[src/rtl/i2cs_pkg.sv]
package i2cs_pkg;

    typedef enum logic [2:0] {
        PH_IDLE,
        PH_ADDR,
        PH_ADDR_ACK,
        PH_RX,
        PH_RX_ACK,
        PH_TX,
        PH_TX_ACK
    } phase_e;

    localparam logic [3:0] EV_TX_FIRST = 4'hB;
    localparam logic [3:0] EV_RX_FIRST = 4'hC;
    localparam logic [3:0] EV_TX_NEXT  = 4'hD;
    localparam logic [3:0] EV_RX_NEXT  = 4'hE;
    localparam logic [3:0] EV_GCALL    = 4'hF;

endpackage

[src/rtl/i2cs_line_sync.sv]
module i2cs_line_sync #(
    parameter int STAGES = 2
) (
    input  logic clk,
    input  logic rst_n,
    input  logic scl_in,
    input  logic sda_in,
    output logic scl_lvl,
    output logic sda_lvl,
    output logic scl_rise,
    output logic scl_fall,
    output logic start_det,
    output logic stop_det
);

    typedef struct packed {
        logic [STAGES-1:0] scl_pipe;
        logic [STAGES-1:0] sda_pipe;
        logic              scl_prev;
        logic              sda_prev;
    } sync_t;

    sync_t sync_d, sync_q;

    always_comb begin
        sync_d          = sync_q;
        sync_d.scl_pipe = {sync_q.scl_pipe[STAGES-2:0], scl_in};
        sync_d.sda_pipe = {sync_q.sda_pipe[STAGES-2:0], sda_in};
        sync_d.scl_prev = sync_q.scl_pipe[STAGES-1];
        sync_d.sda_prev = sync_q.sda_pipe[STAGES-1];
    end

    always_ff @(posedge clk or negedge rst_n) begin
        if (!rst_n) sync_q <= '1;   // idle bus level is high
        else        sync_q <= sync_d;
    end

    assign scl_lvl   = sync_q.scl_pipe[STAGES-1];
    assign sda_lvl   = sync_q.sda_pipe[STAGES-1];
    assign scl_rise  = scl_lvl & ~sync_q.scl_prev;
    assign scl_fall  = ~scl_lvl & sync_q.scl_prev;
    // SDA edges while SCL stays high mark START and STOP
    assign start_det = scl_lvl & sync_q.scl_prev & ~sda_lvl & sync_q.sda_prev;
    assign stop_det  = scl_lvl & sync_q.scl_prev & sda_lvl & ~sync_q.sda_prev;

endmodule

[src/rtl/i2cs_addr_decode.sv]
module i2cs_addr_decode #(
    parameter int ADDR_W = 7
) (
    input  logic [ADDR_W:0]   frame,
    input  logic [ADDR_W-1:0] own_addr,
    output logic              own_hit,
    output logic              gcall_hit,
    output logic              rd_req
);

    assign own_hit   = (frame[ADDR_W:1] == own_addr);
    assign gcall_hit = (frame == '0);
    assign rd_req    = frame[0];

endmodule

[src/rtl/i2cs_fsm.sv]
module i2cs_fsm
    import i2cs_pkg::*;
#(
    parameter int DATA_W = 8
) (
    input  logic              clk,
    input  logic              rst_n,
    input  logic              scl_lvl,
    input  logic              sda_lvl,
    input  logic              scl_rise,
    input  logic              scl_fall,
    input  logic              start_det,
    input  logic              stop_det,
    input  logic              own_hit,
    input  logic              gcall_hit,
    input  logic              rd_req,
    input  logic [DATA_W-1:0] tx_data,
    input  logic              tx_wr,
    input  logic              rx_ack,
    input  logic              host_stop,
    output logic [DATA_W-1:0] frame,
    output logic              scl_oe,
    output logic              sda_oe,
    output logic              irq_strobe,
    output logic [3:0]        irq_code,
    output logic [DATA_W-1:0] rx_data
);

    localparam int CNT_W = $clog2(DATA_W + 1);
    localparam logic [CNT_W-1:0] BITS_LAST = CNT_W'(DATA_W);
    localparam logic [CNT_W-1:0] TX_LAST   = CNT_W'(DATA_W - 1);

    typedef struct packed {
        phase_e            phase;
        logic [DATA_W-1:0] shreg;
        logic [CNT_W-1:0]  cnt;
        logic              first;
        logic              rd;
        logic              stretch;
        logic              sda_low;
        logic              strobe;
        logic [3:0]        code;
        logic [DATA_W-1:0] rxbuf;
    } fsm_t;

    fsm_t st_d, st_q;

    always_comb begin
        st_d        = st_q;
        st_d.strobe = 1'b0;
        if (host_stop) begin
            st_d.phase   = PH_IDLE;
            st_d.stretch = 1'b0;
            st_d.sda_low = 1'b0;
        end else if (start_det) begin
            st_d.phase   = PH_ADDR;
            st_d.cnt     = '0;
            st_d.stretch = 1'b0;
            st_d.sda_low = 1'b0;
        end else if (stop_det) begin
            st_d.phase   = PH_IDLE;
            st_d.stretch = 1'b0;
            st_d.sda_low = 1'b0;
        end else begin
            unique case (st_q.phase)
                PH_ADDR: begin
                    if (scl_rise) begin
                        st_d.shreg = {st_q.shreg[DATA_W-2:0], sda_lvl};
                        st_d.cnt   = st_q.cnt + 1'b1;
                    end else if (scl_fall && st_q.cnt == BITS_LAST) begin
                        if (own_hit || gcall_hit) begin
                            st_d.phase   = PH_ADDR_ACK;
                            st_d.sda_low = 1'b1;
                            st_d.first   = 1'b1;
                            st_d.rd      = rd_req && !gcall_hit;
                            st_d.cnt     = '0;
                            if (gcall_hit) begin
                                st_d.stretch = 1'b1;
                                st_d.strobe  = 1'b1;
                                st_d.code    = EV_GCALL;
                            end
                        end else begin
                            st_d.phase = PH_IDLE;
                        end
                    end
                end
                PH_ADDR_ACK: begin
                    if (st_q.stretch) begin
                        if (rx_ack) st_d.stretch = 1'b0;
                    end else if (scl_fall) begin
                        st_d.sda_low = 1'b0;
                        st_d.cnt     = '0;
                        if (st_q.rd) begin
                            st_d.phase   = PH_TX;
                            st_d.strobe  = 1'b1;
                            st_d.code    = st_q.first ? EV_TX_FIRST : EV_TX_NEXT;
                            st_d.first   = 1'b0;
                            st_d.stretch = 1'b1;
                        end else begin
                            st_d.phase = PH_RX;
                        end
                    end
                end
                PH_RX: begin
                    if (scl_rise) begin
                        st_d.shreg = {st_q.shreg[DATA_W-2:0], sda_lvl};
                        st_d.cnt   = st_q.cnt + 1'b1;
                    end else if (scl_fall && st_q.cnt == BITS_LAST) begin
                        st_d.rxbuf   = st_q.shreg;
                        st_d.strobe  = 1'b1;
                        st_d.code    = st_q.first ? EV_RX_FIRST : EV_RX_NEXT;
                        st_d.first   = 1'b0;
                        st_d.stretch = 1'b1;
                        st_d.phase   = PH_RX_ACK;
                    end
                end
                PH_RX_ACK: begin
                    if (st_q.stretch) begin
                        if (rx_ack) begin
                            st_d.stretch = 1'b0;
                            st_d.sda_low = 1'b1;
                        end
                    end else if (scl_fall) begin
                        st_d.sda_low = 1'b0;
                        st_d.cnt     = '0;
                        st_d.phase   = PH_RX;
                    end
                end
                PH_TX: begin
                    if (st_q.stretch) begin
                        if (tx_wr) begin
                            st_d.shreg   = tx_data;
                            st_d.sda_low = ~tx_data[DATA_W-1];
                            st_d.stretch = 1'b0;
                            st_d.cnt     = '0;
                        end
                    end else if (scl_fall) begin
                        if (st_q.cnt == TX_LAST) begin
                            st_d.sda_low = 1'b0;
                            st_d.phase   = PH_TX_ACK;
                        end else begin
                            st_d.shreg   = {st_q.shreg[DATA_W-2:0], 1'b0};
                            st_d.sda_low = ~st_q.shreg[DATA_W-2];
                            st_d.cnt     = st_q.cnt + 1'b1;
                        end
                    end
                end
                PH_TX_ACK: begin
                    if (scl_rise && sda_lvl) begin
                        st_d.phase = PH_IDLE;
                    end else if (scl_fall) begin
                        st_d.phase   = PH_TX;
                        st_d.strobe  = 1'b1;
                        st_d.code    = st_q.first ? EV_TX_FIRST : EV_TX_NEXT;
                        st_d.first   = 1'b0;
                        st_d.stretch = 1'b1;
                    end
                end
                default: ;
            endcase
        end
    end

    always_ff @(posedge clk or negedge rst_n) begin
        if (!rst_n) begin
            st_q       <= '0;
            st_q.phase <= PH_IDLE;
        end else begin
            st_q <= st_d;
        end
    end

    assign frame      = st_q.shreg;
    assign scl_oe     = st_q.stretch;
    assign sda_oe     = st_q.sda_low;
    assign irq_strobe = st_q.strobe;
    assign irq_code   = st_q.code;
    assign rx_data    = st_q.rxbuf;

    // the stop command frees both lines one cycle later
    p_stop_release_r9: assert property (@(posedge clk) disable iff (!rst_n)
        host_stop |=> (!scl_oe && !sda_oe));

    // an event strobe never lasts two cycles
    p_strobe_single_r11: assert property (@(posedge clk) disable iff (!rst_n)
        irq_strobe |=> !irq_strobe);

    // every reported code lies in the defined range
    p_code_range_r11: assert property (@(posedge clk) disable iff (!rst_n)
        irq_strobe |-> (irq_code >= 4'hB));

    // a stretch persists until the host services it (or the bus restarts)
    p_hold_until_served_r5: assert property (@(posedge clk) disable iff (!rst_n)
        (scl_oe && !tx_wr && !rx_ack && !host_stop && !start_det) |=> scl_oe);

    // data and ACK drive only move while SCL is low, except on a forced reset of the bus
    p_sda_moves_low_r6: assert property (@(posedge clk) disable iff (!rst_n)
        (sda_oe != $past(sda_oe)) |->
        (!$past(scl_lvl) || $past(host_stop) || $past(start_det) || $past(stop_det)));

endmodule

[src/rtl/i2c_coded_slave.sv]
module i2c_coded_slave #(
    parameter int ADDR_W      = 7,
    parameter int DATA_W      = 8,
    parameter int SYNC_STAGES = 2
) (
    input  logic              clk,
    input  logic              rst_n,
    input  logic              scl_in,
    input  logic              sda_in,
    output logic              scl_oe,
    output logic              sda_oe,
    input  logic [ADDR_W-1:0] own_addr,
    input  logic [DATA_W-1:0] tx_data,
    input  logic              tx_wr,
    input  logic              rx_ack,
    input  logic              host_stop,
    output logic              irq_strobe,
    output logic [3:0]        irq_code,
    output logic [DATA_W-1:0] rx_data
);

    logic scl_lvl, sda_lvl, scl_rise, scl_fall, start_det, stop_det;
    logic own_hit, gcall_hit, rd_req;
    logic [DATA_W-1:0] frame;

    i2cs_line_sync #(.STAGES(SYNC_STAGES)) u_sync (
        .clk       (clk),
        .rst_n     (rst_n),
        .scl_in    (scl_in),
        .sda_in    (sda_in),
        .scl_lvl   (scl_lvl),
        .sda_lvl   (sda_lvl),
        .scl_rise  (scl_rise),
        .scl_fall  (scl_fall),
        .start_det (start_det),
        .stop_det  (stop_det)
    );

    i2cs_addr_decode #(.ADDR_W(ADDR_W)) u_dec (
        .frame     (frame[ADDR_W:0]),
        .own_addr  (own_addr),
        .own_hit   (own_hit),
        .gcall_hit (gcall_hit),
        .rd_req    (rd_req)
    );

    i2cs_fsm #(.DATA_W(DATA_W)) u_fsm (
        .clk        (clk),
        .rst_n      (rst_n),
        .scl_lvl    (scl_lvl),
        .sda_lvl    (sda_lvl),
        .scl_rise   (scl_rise),
        .scl_fall   (scl_fall),
        .start_det  (start_det),
        .stop_det   (stop_det),
        .own_hit    (own_hit),
        .gcall_hit  (gcall_hit),
        .rd_req     (rd_req),
        .tx_data    (tx_data),
        .tx_wr      (tx_wr),
        .rx_ack     (rx_ack),
        .host_stop  (host_stop),
        .frame      (frame),
        .scl_oe     (scl_oe),
        .sda_oe     (sda_oe),
        .irq_strobe (irq_strobe),
        .irq_code   (irq_code),
        .rx_data    (rx_data)
    );

endmodule

[config.mk]
export PLATFORM = sky130hd
export DESIGN_NAME = i2c_coded_slave
export DESIGN_NICKNAME = d
export VERILOG_FILES = /design/src/rtl/i2cs_pkg.sv /design/src/rtl/i2cs_line_sync.sv /design/src/rtl/i2cs_addr_decode.sv /design/src/rtl/i2cs_fsm.sv /design/src/rtl/i2c_coded_slave.sv
export SDC_FILE = /design/constraint.sdc
export NUM_CORES = 1
export LEC_CHECK = 0
export ABC_AREA = 1
export ABC_CLOCK_PERIOD_IN_PS = 2300
export BUFFER_PORTS_ARGS = -buffer_cell sky130_fd_sc_hd__buf_2
export CAP_MARGIN = 20
export CORE_MARGIN = 1
export CORE_UTILIZATION = 48
export CTS_BUF_LIST = sky130_fd_sc_hd__clkbuf_8
export CTS_CLUSTER_DIAMETER = 40
export DETAILED_ROUTE_END_ITERATION = 6
export PLACE_DENSITY_LB_ADDON = 0.15
export SLEW_MARGIN = 5
export SYNTH_ARGS = -nofsm -noshare
export SYNTH_HDL_FRONTEND = slang
export SYNTH_HIERARCHICAL = 1
export SYNTH_SLANG_ARGS = --single-unit
[constraint.sdc]
create_clock -name clk -period 2.3 [get_ports clk]
set_clock_uncertainty 0.15 [all_clocks]
set_input_delay 0.23 -clock clk [delete_from_list [all_inputs] [get_ports clk]]
set_output_delay 0.23 -clock clk [all_outputs]
set_load 0.1 [all_outputs]
==> results by group <==
Clock network
  – CTS sink cnt: 38
  – Clock transition at path regs: 0.08 ns
  – Post-CTS sizing: 0
  – Clk_lat worst skew: 0.29 ns
  – CTS Buffer Depth: 2
  – H-tree depth: 2
  – Total CTS buffers: 5
  – Root buffer cell: clkbuf_8
  – CTS tree: built

Synthesis
  – Synth area leader: dfrtp_1
  – Post-synthesis net count: 445
  – #FFs+latches synth: 38
  – Synthesized cell area: 2890 sq um
  – Sequential area share after synthesis: 0.331
  – Yosys warning count: 6
  – Post-Syn Area per Cell: 6.88 sq um
  – Synth cell types: 34
  – Synth Instances: 420
  – Synth area leaders: dfrtp_1 28%, nand2_1 17%, inv_1 6.2%
  – Top cell type's share of synthesized area: 0.277

Run status
  – Status: completed

GRT
  – Grt total ovfl: 0
  – Vias in the first global route: 2428
  – Gr usage total: 0.241
  – Initial antenna violation count: 0
  – First-pass GRT wire length: 11700 um
  – Largest net degree at the start of global routing: 39

Critical path
  – Max FO, Critical Path: 16
  – Worst setup SP type: register
  – Critical path type: register to register
  – Crit path cell chain: inv_1 -> nand2_1 -> nor2_1 -> inv_1 -> nand2_2 -> nor2_4 -> nand2_1 -> o22ai_4 -> o21ai_0
  – R2R Setup Slk: 0.17 ns
  – CP max stage delay: 0.54 ns
  – Crit path max-delay family: simple AND/OR/NAND/NOR gates
  – CP bufs+invs: 2
  – CP Data Arrival Time: 2.14 ns
  – CP max stage cell: dfstp_2
  – Setup crit end kind: register
  – Critical Path RT: 2.32 ns

Hold path
  – HP Class: input port to register

Route
  – Drt drc: 0
  – DR iter-0 viols: 246
  – Vias/cell: 5.09
  – Initial DRT Pass Iterations: 5
  – Post-route ant nets: 0
  – Via Count: 2657
  – Routed WL: 6870 um
  – Avg WL per Cell: 13.2 um

STA
  – Final setup violation count: 0
  – Minimum clock period: 2.13 ns
  – Final period utilization: 0.925
  – Worst Max-Slew Pin Slew: 0.876 ns
  – Slew headroom: 0.416
  – Final setup margin: 0.172 ns
  – Max frequency: 470 MHz
  – Fin Setup TNS: 0 ns
  – Fin Hold WS: 0.0983 ns
  – Fin. Hold Viols: 0
  – RSZ-0062 raised after global routing: false
  – Final slew viol count: 0

Floorplanning
  – Die area: 6340 sq um
  – Core outline area: 5640 sq um
  – Die X: 79.6 um
  – Initial Util: 0.513
  – Row Count: 27
  – IO Count: 37
  – Die Y: 79.6 um

Placement
  – DP Worst Slack: 0.187 ns
  – DP HPWL: 5270 um
  – IO buf count: 36
  – RD Place Congestion: 0.999

Flow run
  – MaxCap Viol Count: 0

Layout
  – Final core occ: 0.564
  – Area Overhead vs Synth: 9.95%
  – Layout cells sized above 1: 0.216
  – Nets: 474
  – Ant diodes: 0

Power
  – PD cells: 562 nW/um^2
  – Leakage power: 1.71 nW
  – Worst VDD drop: 0.387 mV
  – Final Power: 1.79 mW
[logic make-up after synthesis]
family          Yosys count  synth area share
flops                    38             0.331
simple gates            242             0.392
buf+inv                  88             0.163
compound gates           46            0.0909
xor+xnor                  3           0.00909
fa+ha+maj                 3            0.0130
[registers in the layout (all words and copies together) (netlist names)]
signal            flops
u_sync/sync_q         2
u_fsm/rx_data         8
u_fsm/scl_oe          1
u_sync/sync_d         2
u_sync/scl_lvl        1
u_fsm/st_q            9
u_sync/sda_lvl        1
u_fsm/frame           8
u_fsm/irq_code        4
u_fsm/sda_oe          1
u_fsm/irq_strobe      1
[timing repair]
| item | 4_1_cts | 5_1_grt |
|---|---|---|
| endpoints found under the setup margin | 0 | 1 |
| hold endpoints to repair | 34 | 0 |
| setup buffers | 0 | 0 |
| hold buffers | 3 | 0 |
[cells in the final DEF (no fill, tap or decap), drive strengths merged, types with 3 or more instances in the layout]
cell,Yosys,layout
ha,3,3
dlygate4sd3,0,3
nand3,41,41
nand2,135,135
inv,58,58
o21ai,33,33
dfstp,6,6
buf,29,48
nand4,4,4
nor2,57,57
dfrtp,32,32
a21oi,5,5
clkbuf,0,5
[through the flow]
stage	cell area [sq um]	cells
2_1_floorplan	2890	420
3_3_place_gp	3010	511
3_5_place_dp	3010	511
4_1_cts	3180	522
5_1_grt	3180	522
6_report	3180	522
[per-layer routing]
layer	routed length (um)	vias to the layer above	track usage	share of wire
li1	-	1359	-	-
met1	3470	1198	0.342	0.50
met2	2950	87	0.371	0.43
met3	332	13	0.0354	0.048
met4	121	0	0.0782	0.018
met5	0	-	0	0
[Yosys cell counts]
cell type	instances
o22ai_4	1
nor2_2	1
o211ai_1	2
a31oi_1	1
nand2_1	128
or2_1	1
nand3_4	3
dfrtp_1	32
nor3_1	2
a22oi_1	1
inv_6	2
nand3b_1	2
nand4_1	4
ha_1	3
o21ai_0	30
nand2_4	2
inv_1	48
o31ai_1	1
buf_4	23
inv_2	8
dfstp_2	6
nand3_2	5
o2bb2ai_1	1
nand3_1	33
o21ai_1	3
clkinv_1	1
xnor2_1	2
xor2_1	1
nor2_4	8
buf_6	6
nor2_1	48
nand2_2	5
a21oi_1	5
o21bai_1	1
[final timing paths]
path                             startpoint               end  depth (start not counted)
max                        u_sync/sync_q[0]    u_fsm/frame[5]                          9
max reg2reg                u_sync/sync_q[0]    u_fsm/frame[5]                          9
max in group asynchronous             rst_n    u_fsm/st_q[17]                          2
min reg2reg                u_sync/sync_d[3]    u_sync/sda_lvl                          0
min in group asynchronous             rst_n  u_fsm/irq_strobe                          2
min                              tx_data[2]    u_fsm/frame[2]                          5
[worst register-to-register path: cells and delay by family (launching register included)]
| kind | cells | cell delay, ns |
|---|---|---|
| and+or+nand+nor | 5 | 0.64 |
| DFF | 1 | 0.54 |
| AOI/OAI and AO/OA | 2 | 0.51 |
| buffers and inverters | 2 | 0.17 |
[report_power, final]
part | switching, mW | internal (mW)
clock | 0.258 | 0.435
sequential | 0.0558 | 0.722
combinational | 0.202 | 0.114
total | 0.515 | 1.27
[area by class of cell]
type                       count  area, sq um
clock buffer                   5         68.8
clock inverter                 3         68.8
fill                         555         2460
inverter                      59          231
multi-input combinational    294         1460
sequential                    38          958
tap                           72         90.1
timing repair buffer          51          300
No activity file was read; power rests on OpenSTA's default activity.
